## config.mk

```make
export PLATFORM = sky130hd
export DESIGN_NAME = scanline_addr_gen
export DESIGN_NICKNAME = d
export VERILOG_FILES = /design/src/rtl/sag_pkg.sv /design/src/rtl/sag_table_reader.sv /design/src/rtl/sag_hsum.sv /design/src/rtl/sag_pixel_walker.sv /design/src/rtl/scanline_addr_gen.sv
export SDC_FILE = /design/constraint.sdc
export NUM_CORES = 1
export LEC_CHECK = 0
export BUFFER_PORTS_ARGS = -buffer_cell sky130_fd_sc_hd__buf_2
export CAP_MARGIN = 25
export CELL_PAD_IN_SITES_DETAIL_PLACEMENT = 0
export CELL_PAD_IN_SITES_GLOBAL_PLACEMENT = 1
export CORE_MARGIN = 5
export CORE_UTILIZATION = 43
export DETAILED_ROUTE_END_ITERATION = 12
export PLACE_DENSITY = 0.92
export SETUP_SLACK_MARGIN = 0.15
export SLEW_MARGIN = 0
export SYNTH_ARGS = -nofsm -noshare
export SYNTH_HDL_FRONTEND = slang
export SYNTH_SLANG_ARGS = --single-unit
```

## constraint.sdc

```tcl
create_clock -name clk -period 3.4 [get_ports clk]
set_clock_uncertainty 0.2 [all_clocks]
set_input_delay 1.02 -clock clk [delete_from_list [all_inputs] [get_ports clk]]
set_output_delay 1.02 -clock clk [all_outputs]
set_load 0.05 [all_outputs]
```

## src/rtl/sag_pkg.sv

```systemverilog
package sag_pkg;
  typedef enum logic [1:0] {
    CS_HALT  = 2'd0,
    CS_IDLE  = 2'd1,
    CS_FETCH = 2'd2,
    CS_WALK  = 2'd3
  } ctl_state_t;

  // Address of the page byte of a line's entry; the delta byte follows it.
  function automatic logic [15:0] entry_addr(input logic [15:0] base, input logic [15:0] line);
    return base + (line << 1);
  endfunction

  // Running horizontal start: modulo-256 accumulation.
  function automatic logic [7:0] wrap_add(input logic [7:0] a, input logic [7:0] b);
    return a + b;
  endfunction
endpackage

```

## src/rtl/sag_table_reader.sv

```systemverilog
module sag_table_reader #(
  parameter int AW = 16,
  parameter int DW = 8,
  parameter int LW = 7,
  parameter int RD_LAT = 1,
  parameter logic [AW-1:0] TABLE_BASE = 16'h0100
) (
  input  logic          clk,
  input  logic          rst_n,
  input  logic          flush,
  input  logic          start,
  input  logic [LW-1:0] line_idx,
  output logic          mem_rd,
  output logic [AW-1:0] mem_raddr,
  output logic          page_wr,
  output logic          delta_wr
);
  import sag_pkg::*;

  logic          issue_even_q, issue_odd_q;
  logic [AW-1:0] addr_q;
  logic [RD_LAT-1:0] tag_v_q, tag_odd_q;

  always_ff @(posedge clk) begin
    if (!rst_n || flush) begin
      issue_even_q <= 1'b0;
      issue_odd_q  <= 1'b0;
      addr_q       <= TABLE_BASE;
    end else begin
      issue_even_q <= start;
      issue_odd_q  <= issue_even_q;
      if (start)
        addr_q <= entry_addr(TABLE_BASE, 16'(line_idx));
      else if (issue_even_q)
        addr_q <= addr_q + AW'(1);
    end
  end

  // Tag pipeline mirrors the RAM latency so returns are labelled page/delta.
  always_ff @(posedge clk) begin
    if (!rst_n || flush) begin
      tag_v_q   <= '0;
      tag_odd_q <= '0;
    end else begin
      tag_v_q[0]   <= issue_even_q | issue_odd_q;
      tag_odd_q[0] <= issue_odd_q;
      for (int i = 1; i < RD_LAT; i++) begin
        tag_v_q[i]   <= tag_v_q[i-1];
        tag_odd_q[i] <= tag_odd_q[i-1];
      end
    end
  end

  assign mem_rd    = issue_even_q | issue_odd_q;
  assign mem_raddr = addr_q;
  assign page_wr   = tag_v_q[RD_LAT-1] & ~tag_odd_q[RD_LAT-1];
  assign delta_wr  = tag_v_q[RD_LAT-1] &  tag_odd_q[RD_LAT-1];

  AST_ODD_FOLLOWS_EVEN: assert property (@(posedge clk) disable iff (!rst_n)
    (mem_rd && !mem_raddr[0] && !flush) |=> (mem_rd && mem_raddr[0] && mem_raddr == $past(mem_raddr) + AW'(1)));
  AST_DELTA_AFTER_PAGE: assert property (@(posedge clk) disable iff (!rst_n)
    (page_wr && !flush) |=> delta_wr);
endmodule

```

## src/rtl/sag_hsum.sv

```systemverilog
module sag_hsum #(
  parameter int DW = 8
) (
  input  logic          clk,
  input  logic          rst_n,
  input  logic          clear,
  input  logic          add_en,
  input  logic [DW-1:0] delta,
  output logic [DW-1:0] next_start
);
  import sag_pkg::*;

  logic [DW-1:0] sum_q;

  assign next_start = wrap_add(sum_q, delta);

  always_ff @(posedge clk) begin
    if (!rst_n || clear) sum_q <= '0;
    else if (add_en)     sum_q <= next_start;
  end

  AST_SUM_CLEARED: assert property (@(posedge clk) disable iff (!rst_n)
    clear |=> (sum_q == '0));
endmodule

```

## src/rtl/sag_pixel_walker.sv

```systemverilog
module sag_pixel_walker #(
  parameter int DW = 8,
  parameter int PIXELS = 160
) (
  input  logic          clk,
  input  logic          rst_n,
  input  logic          abort,
  input  logic          page_wr,
  input  logic [DW-1:0] page_in,
  input  logic          go,
  input  logic [DW-1:0] low_in,
  input  logic          step,
  output logic [2*DW-1:0] pix_addr,
  output logic          pix_valid,
  output logic          line_end
);
  localparam int CW = $clog2(PIXELS);

  logic [DW-1:0] page_q, low_q;
  logic [CW-1:0] cnt_q;
  logic          valid_q;

  assign line_end  = valid_q & step & (cnt_q == CW'(PIXELS - 1));
  assign pix_addr  = {page_q, low_q};
  assign pix_valid = valid_q;

  always_ff @(posedge clk) begin
    if (!rst_n) begin
      page_q  <= '0;
      low_q   <= '0;
      cnt_q   <= '0;
      valid_q <= 1'b0;
    end else if (abort) begin
      valid_q <= 1'b0;
      cnt_q   <= '0;
    end else begin
      if (page_wr) page_q <= page_in;
      if (go) begin
        low_q   <= low_in;
        cnt_q   <= '0;
        valid_q <= 1'b1;
      end else if (valid_q && step) begin
        low_q <= low_q + DW'(1);
        if (line_end) valid_q <= 1'b0;
        else          cnt_q   <= cnt_q + CW'(1);
      end
    end
  end

  AST_STEP_ONE: assert property (@(posedge clk) disable iff (!rst_n)
    (pix_valid && step && !line_end && !abort) |=>
      (pix_valid && pix_addr[DW-1:0] == $past(pix_addr[DW-1:0]) + DW'(1)));
  AST_HOLD_IDLE_STEP: assert property (@(posedge clk) disable iff (!rst_n)
    (pix_valid && !step && !abort) |=> (pix_valid && $stable(pix_addr)));
  AST_PAGE_FIXED: assert property (@(posedge clk) disable iff (!rst_n)
    (pix_valid && $past(pix_valid)) |-> $stable(pix_addr[2*DW-1:DW]));
  AST_END_DROPS: assert property (@(posedge clk) disable iff (!rst_n)
    line_end |=> !pix_valid);
endmodule

```

## src/rtl/scanline_addr_gen.sv

```systemverilog
module scanline_addr_gen #(
  parameter int DW = 8,
  parameter int LINES = 120,
  parameter int PIXELS = 160,
  parameter int RD_LAT = 1,
  parameter logic [2*DW-1:0] TABLE_BASE = 16'h0100
) (
  input  logic            clk,
  input  logic            rst_n,
  input  logic            frame_start,
  input  logic            line_start,
  input  logic            pixel_en,
  output logic            mem_rd,
  output logic [2*DW-1:0] mem_raddr,
  input  logic [DW-1:0]   mem_rdata,
  output logic [2*DW-1:0] pixel_addr,
  output logic            pixel_valid
);
  import sag_pkg::*;

  localparam int AW = 2 * DW;
  localparam int LW = $clog2(LINES);
  localparam logic [AW-1:0] TABLE_LAST = TABLE_BASE + AW'(2 * LINES - 1);

  ctl_state_t    st_q;
  logic [LW-1:0] line_q;
  logic          accept, page_wr, delta_wr, line_end, go;
  logic [DW-1:0] next_start;

  assign accept = (st_q == CS_IDLE) && line_start && !frame_start;
  assign go     = delta_wr && !frame_start;

  always_ff @(posedge clk) begin
    if (!rst_n) begin
      st_q   <= CS_HALT;
      line_q <= '0;
    end else if (frame_start) begin
      st_q   <= CS_IDLE;
      line_q <= '0;
    end else begin
      unique case (st_q)
        CS_IDLE:  if (accept) st_q <= CS_FETCH;
        CS_FETCH: if (go)     st_q <= CS_WALK;
        CS_WALK:  if (line_end) begin
          st_q   <= (line_q == LW'(LINES - 1)) ? CS_HALT : CS_IDLE;
          line_q <= line_q + LW'(1);
        end
        default:  st_q <= CS_HALT;
      endcase
    end
  end

  sag_table_reader #(.AW(AW), .DW(DW), .LW(LW), .RD_LAT(RD_LAT), .TABLE_BASE(TABLE_BASE)) u_reader (
    .clk(clk), .rst_n(rst_n), .flush(frame_start), .start(accept), .line_idx(line_q),
    .mem_rd(mem_rd), .mem_raddr(mem_raddr), .page_wr(page_wr), .delta_wr(delta_wr)
  );

  sag_hsum #(.DW(DW)) u_hsum (
    .clk(clk), .rst_n(rst_n), .clear(frame_start), .add_en(go),
    .delta(mem_rdata), .next_start(next_start)
  );

  sag_pixel_walker #(.DW(DW), .PIXELS(PIXELS)) u_walker (
    .clk(clk), .rst_n(rst_n), .abort(frame_start), .page_wr(page_wr), .page_in(mem_rdata),
    .go(go), .low_in(next_start), .step(pixel_en),
    .pix_addr(pixel_addr), .pix_valid(pixel_valid), .line_end(line_end)
  );

  AST_TABLE_RANGE: assert property (@(posedge clk) disable iff (!rst_n)
    mem_rd |-> (mem_raddr >= TABLE_BASE && mem_raddr <= TABLE_LAST));
  AST_NO_READ_IN_WALK: assert property (@(posedge clk) disable iff (!rst_n)
    pixel_valid |-> !mem_rd);
  AST_HALT_QUIET: assert property (@(posedge clk) disable iff (!rst_n)
    (st_q == CS_HALT) |-> (!mem_rd && !pixel_valid));
  AST_VALID_ONLY_WALK: assert property (@(posedge clk) disable iff (!rst_n)
    pixel_valid |-> (st_q == CS_WALK));
  AST_FRAME_RESTART: assert property (@(posedge clk) disable iff (!rst_n)
    frame_start |=> (!pixel_valid && !mem_rd && line_q == '0));
endmodule

```

==> reports/metrics.yaml, run 1 <==
outcome: "finished clean"
post-cts-setup-buffers: 0
cp-start-kind: "input port"
grt_max_degree: 21
slew_headroom_pct: 62.90
nets: 444
wire_per_inst_um: 13.02
synthTopCellsByArea: "dfxtp_1, nor2_1, xor2_1"
min_period_over_period_pct: 80.70
ys_ff_latch: 62
cts_tree: "built"
syn-instance-count: 367
drcViolationCount: 0
path_clk_slew_ns: 0.07
io_buffers: 46
routed_via_density: 5.110
ioPinCount: 47
place.gp.congestion: 0.7879
hold_viol_final: 0
grt_pass1_wl_um: 11470
cts_max_level: 3
grt_pass1_vias: 2499
vias: 2657
worstMarginPinSlew_ns: 0.5565
postLayoutCellArea_sq_um: 3697
cts-root-buf: "clkbuf_8"
postPlaceCellArea_sq_um: 3497
yosysTopAreaCell: "dfxtp_1"
routed_wl_um: 6770
avgSynthCellArea_sq_um: 8.588
cap_violations: 0
drt_first_pass_iters: 5
setup_violations: 0
post-route-min-period_ns: 2.744
cp_max_fo: 3
synth_top_area_share_pct: 39.38
antenna_found_initial: 0
clock_path_buffers: 2
clock_latency_ns: 0.34
final_core_util_pct: 51.53
place_hpwl_um: 4935
synthTopCellsByCount: "dfxtp_1, nor2_1, nand2_1, xor2_1, a21oi_1"
grt_overflow: 0
cp.arrival_ns: 2.76
die_h_um: 95.62
critPathCaptureType: "register"
ys_warn_count: 0
synthArstFlopShare_pct: 0
dr_wl_met2_um: 3064
synth_nets: 395
ant_nets: 0
holdBufCountCts: 0
hold_path.class: "reg -> reg"
yosysUniqueCellTypes: 53
coreArea_sq_um: 7176
ir_worst_vdd_mv: 0.1907
post_cts_resized: 0
met3_length_um: 251
die_w_um: 95.62
top_layer: "met4"
cts_num_sinks: 62
p_leak_nw: 1.492
required_ns: 3.42
layout-drive-gt1-share_pct: 19.00
grt_use_total_pct: 15.90
totalPowerFinal_mw: 1.458
path_class: "in -> reg"
area_growth_pct: 17.31
fmax_mhz: 364.4
setup_tns_ns: 0
rsz0062_at_grt: "no"
synth_ff_type: "dfxtp_1"
syn_area_sq_um: 3152
p_per_area_nw_per_um2: 394.4
drtIter0Drc: 152
die_area_sq_um: 9142
num_antenna_cells: 0
start_util_pct: 43.92
placementRows: 31
cts_buffers: 9
synth_edf_count: 0
wl_met1_um: 3376
drv_slew: 0
yosysMostFrequentCell: "dfxtp_1"
synth_seq_area_share_pct: 39.38
==> report_power, final <==
part	switching, mW	total (mW)	internal [mW]
sequential	0.00457	0.734	0.730
combinational	0.0464	0.0706	0.0242
clock	0.295	0.654	0.358
total	0.346	1.46	1.11
==> cells in the final DEF, fill, tap and decap left out, types with 2 or more instances in the layout <==
cell / count
a21o_1: 2
nand2_1: 32
o21ai_0: 16
inv_1: 11
a31o_2: 2
mux2i_1: 12
ha_1: 14
nor4b_1: 2
clkinvlp_4: 2
clkbuf_8: 10
nor2b_1: 4
and2_1: 3
and3_1: 8
a211oi_1: 10
xnor2_1: 7
a21oi_1: 17
o211ai_1: 3
dfxtp_1: 62
and3_2: 2
nand3_1: 12
or2_2: 3
nor3_1: 8
o311ai_0: 3
buf_2: 46
nand2b_1: 2
xor2_1: 21
nor2_1: 58
buf_4: 6
nor3b_1: 2
nand4_1: 13
==> sequential cells by signal, indices dropped and copies added, names as in the netlist, 2 cells and up <==
name                count
u_reader.mem_raddr     16
u_walker.cnt_q          8
u_walker.low_q          8
line_q                  7
u_walker.page_q         8
st_q                    2
u_hsum.sum_q            8
==> cell type report <==
class | instances | area (sq um)
repair buffers | 52 | 275.3
flip-flops and latches | 62 | 1241
clock inverters | 5 | 58.81
fillers | 692 | 3478
inverters | 11 | 41.29
multi-input cells | 280 | 1815
clock buffers | 11 | 141.4
well taps | 99 | 123.9
==> worst max-delay path, stage by stage <==
cell and delay [ns]:
buf_2 0.09, ha_1 0.19, inv_1 0.06, fa_1 0.37
nor2b_1 0.20, o31a_1 0.17, o21ai_0 0.12, a2111o_1 0.45
o311ai_0 0.10
==> per-stage QoR <==
step	hold slack, ns	setup slack, ns	cells
5_1_grt	0.2925	0.5182	520
3_3_place_gp	0.2556	0.3996	504
3_5_place_dp	0.2504	0.3361	504
4_1_cts	0.2635	0.6719	520
2_1_floorplan	0.2359	0.6028	367
6_report	0.2653	0.6561	520
==> routing by layer <==
layer	vias to the layer above	track usage (%)
met5	-	0
met4	0	5.332
met3	8	3.946
met2	33	24.96
met1	1221	21.26
li1	1395	-
==> kinds of logic after synthesis <==
logic type	Yosys count	share of synthesized area [%]
AND/OR/NAND/NOR	159	25.84
XOR/XNOR	28	7.781
flip-flops	62	39.38
adder cells (fa/ha/maj)	15	6.193
multiplexers	13	4.168
AO/OA/AOI/OAI	65	13.62
buffers and inverters	25	3.017
==> worst paths after layout <==
check | end | cells after the start | from | slack (ns)
hold reg to reg | u_reader.tag_odd_q | 1 | u_reader.issue_odd_q | 0.27
setup / recovery | u_hsum.sum_q[6] | 9 | mem_rdata[0] | 0.66
hold / removal | u_reader.tag_odd_q | 1 | u_reader.issue_odd_q | 0.27
setup reg to reg | u_hsum.sum_q[6] | 8 | u_hsum.sum_q[0] | 1.09
Power figures use the tool's default switching activity.
==> inputs of run 2 (changes only) <==
--- a/config.mk
+++ b/config.mk
@@ -10,9 +10,9 @@
 export CELL_PAD_IN_SITES_DETAIL_PLACEMENT = 0
 export CELL_PAD_IN_SITES_GLOBAL_PLACEMENT = 1
 export CORE_MARGIN = 5
-export CORE_UTILIZATION = 43
+export CORE_UTILIZATION = 38
 export DETAILED_ROUTE_END_ITERATION = 12
-export PLACE_DENSITY = 0.92
+export PLACE_DENSITY = 0.87
 export SETUP_SLACK_MARGIN = 0.15
 export SLEW_MARGIN = 0
 export SYNTH_ARGS = -nofsm -noshare
==> constraint.sdc (replaced) <==
create_clock -name clk -period 2.2 [get_ports clk]
set_clock_uncertainty 0.2 [all_clocks]
set_input_delay 0.66 -clock clk [delete_from_list [all_inputs] [get_ports clk]]
set_output_delay 0.66 -clock clk [all_outputs]
set_load 0.05 [all_outputs]
==> reports/metrics.yaml, run 2 (synthesized netlist as in run 1, its figures left out) <==
outcome: "finished clean"
place_hpwl_um: 5288
slowest_delay_ns: 0.40
grt_pass1_wl_um: 12170
drt_first_pass_iters: 4
die_w_um: 101.1
cap_violations: 0
clock_path_buffers: 2
setup_slack_ns: 0.04952
drtIter0Drc: 96
setup_tns_ns: 0
die_h_um: 101.1
fmax_mhz: 465.0
layout-drive-gt1-share_pct: 26.53
routed_wl_um: 7339
cts_max_level: 3
cts-root-buf: "clkbuf_8"
cts_tree: "built"
area_growth_pct: 25.76
regMostFlops: "u_reader.mem_raddr"
path_class: "in -> reg"
cp.arrival_ns: 2.19
p_leak_nw: 1.615
hold_path.class: "reg -> reg"
cp-start-kind: "input port"
hold_ws_ns: 0.2689
largest_reg_flops: 16
finalNonFillerCells: 546
path_clk_slew_ns: 0.06
grt_use_total_pct: 14.71
place_ws_ns: -0.3530
grt_pass1_vias: 2638
hold_viol_final: 0
post-route-min-period_ns: 2.150
worstMarginPinSlew_ns: 0.4221
crit_buf_inv: 2
die_area_sq_um: 10220
totalPowerFinal_mw: 2.178
ioPinCount: 47
coreArea_sq_um: 8134
num_antenna_cells: 0
nets: 466
antenna_found_initial: 0
slowest_stage: "a2111o_1"
drcViolationCount: 0
wire_per_inst_um: 13.44
start_util_pct: 38.75
io_buffers: 46
cts_num_sinks: 62
drv_slew: 0
clock_latency_ns: 0.34
cpLargestDelayFamily: "compound AO/OA/AOI/OAI gates"
grt_max_degree: 19
critPathCaptureType: "register"
cp_max_fo: 2
crit_chain: "buf_8, ha_4, inv_2, fa_2, nor2b_2, o31a_1, o21ai_2, a2111o_1, o311ai_1"
ant_nets: 0
p_per_area_nw_per_um2: 549.6
ir_worst_vdd_mv: 0.2873
final_common_cell: "dfxtp_1"
placementRows: 33
cts_buffers: 9
placed_cells: 528
min_period_over_period_pct: 97.75
vias: 2758
routed_via_density: 5.051
rsz0062_at_grt: "yes"
final_cell_mix: "dfxtp_1, nor2_1, buf_2, nand2_1, buf_4"
slew_headroom_pct: 71.65
required_ns: 2.24
grt_overflow: 0
setup_violations: 0
holdBufCountCts: 0
place.gp.congestion: 0.8468
-- run 2: timing repair --
item,CTS,global route
pin swaps,9,9
gates resized for setup,10,9
setup endpoints to repair,5,9
setup buffers,3,1
-- run 2: final timing paths --
path,from,to,slack [ns],cells after the start
max reg2reg,u_hsum.sum_q[0],u_walker.low_q[6],0.10,8
min,u_hsum.sum_q[5],u_hsum.sum_q[5],0.27,2
min reg2reg,u_hsum.sum_q[5],u_hsum.sum_q[5],0.27,2
max,mem_rdata[0],u_walker.low_q[6],0.05,9
-- run 2: layer usage --
metal  vias up  part of all wire [%]  track usage, %
met2        44                    46           23.69
met5         -                     0               0
met1      1268                    48           19.27
li1       1437                     -               -
met4         0                   1.6           6.237
met3         9                   4.7           2.630
-- run 2: power breakdown --
part,switching [mW],total [mW],internal (mW)
Combinational,0.0806,0.136,0.0550
Sequential,0.00629,1.13,1.13
Clock,0.421,0.909,0.488
-- run 2: stage by stage --
step / utilization, % / area, sq um
3_3_place_gp: 45.13 / 3671
2_1_floorplan: - / 3174
4_1_cts: 48.28 / 3928
5_1_grt: 48.73 / 3964
3_5_place_dp: 45.13 / 3671
6_report: 48.73 / 3964
-- run 2: final cells by class --
class,instances,area (sq um)
flip-flops and latches,62,1244
clock inverters,1,5.005
fillers,775,4170
well taps,105,131.4
inverters,11,41.29
repair buffers,74,465.4
clock buffers,13,168.9
multi-input cells,280,1908
-- run 2: worst reg2reg max path: stages (launching register included) --
cell and delay, ns:
dfxtp_2 0.35, ha_4 0.14, inv_2 0.04, fa_2 0.39, nor2b_2 0.15, o31a_1 0.18, o21ai_2 0.08, a2111o_1 0.40
o311ai_1 0.09
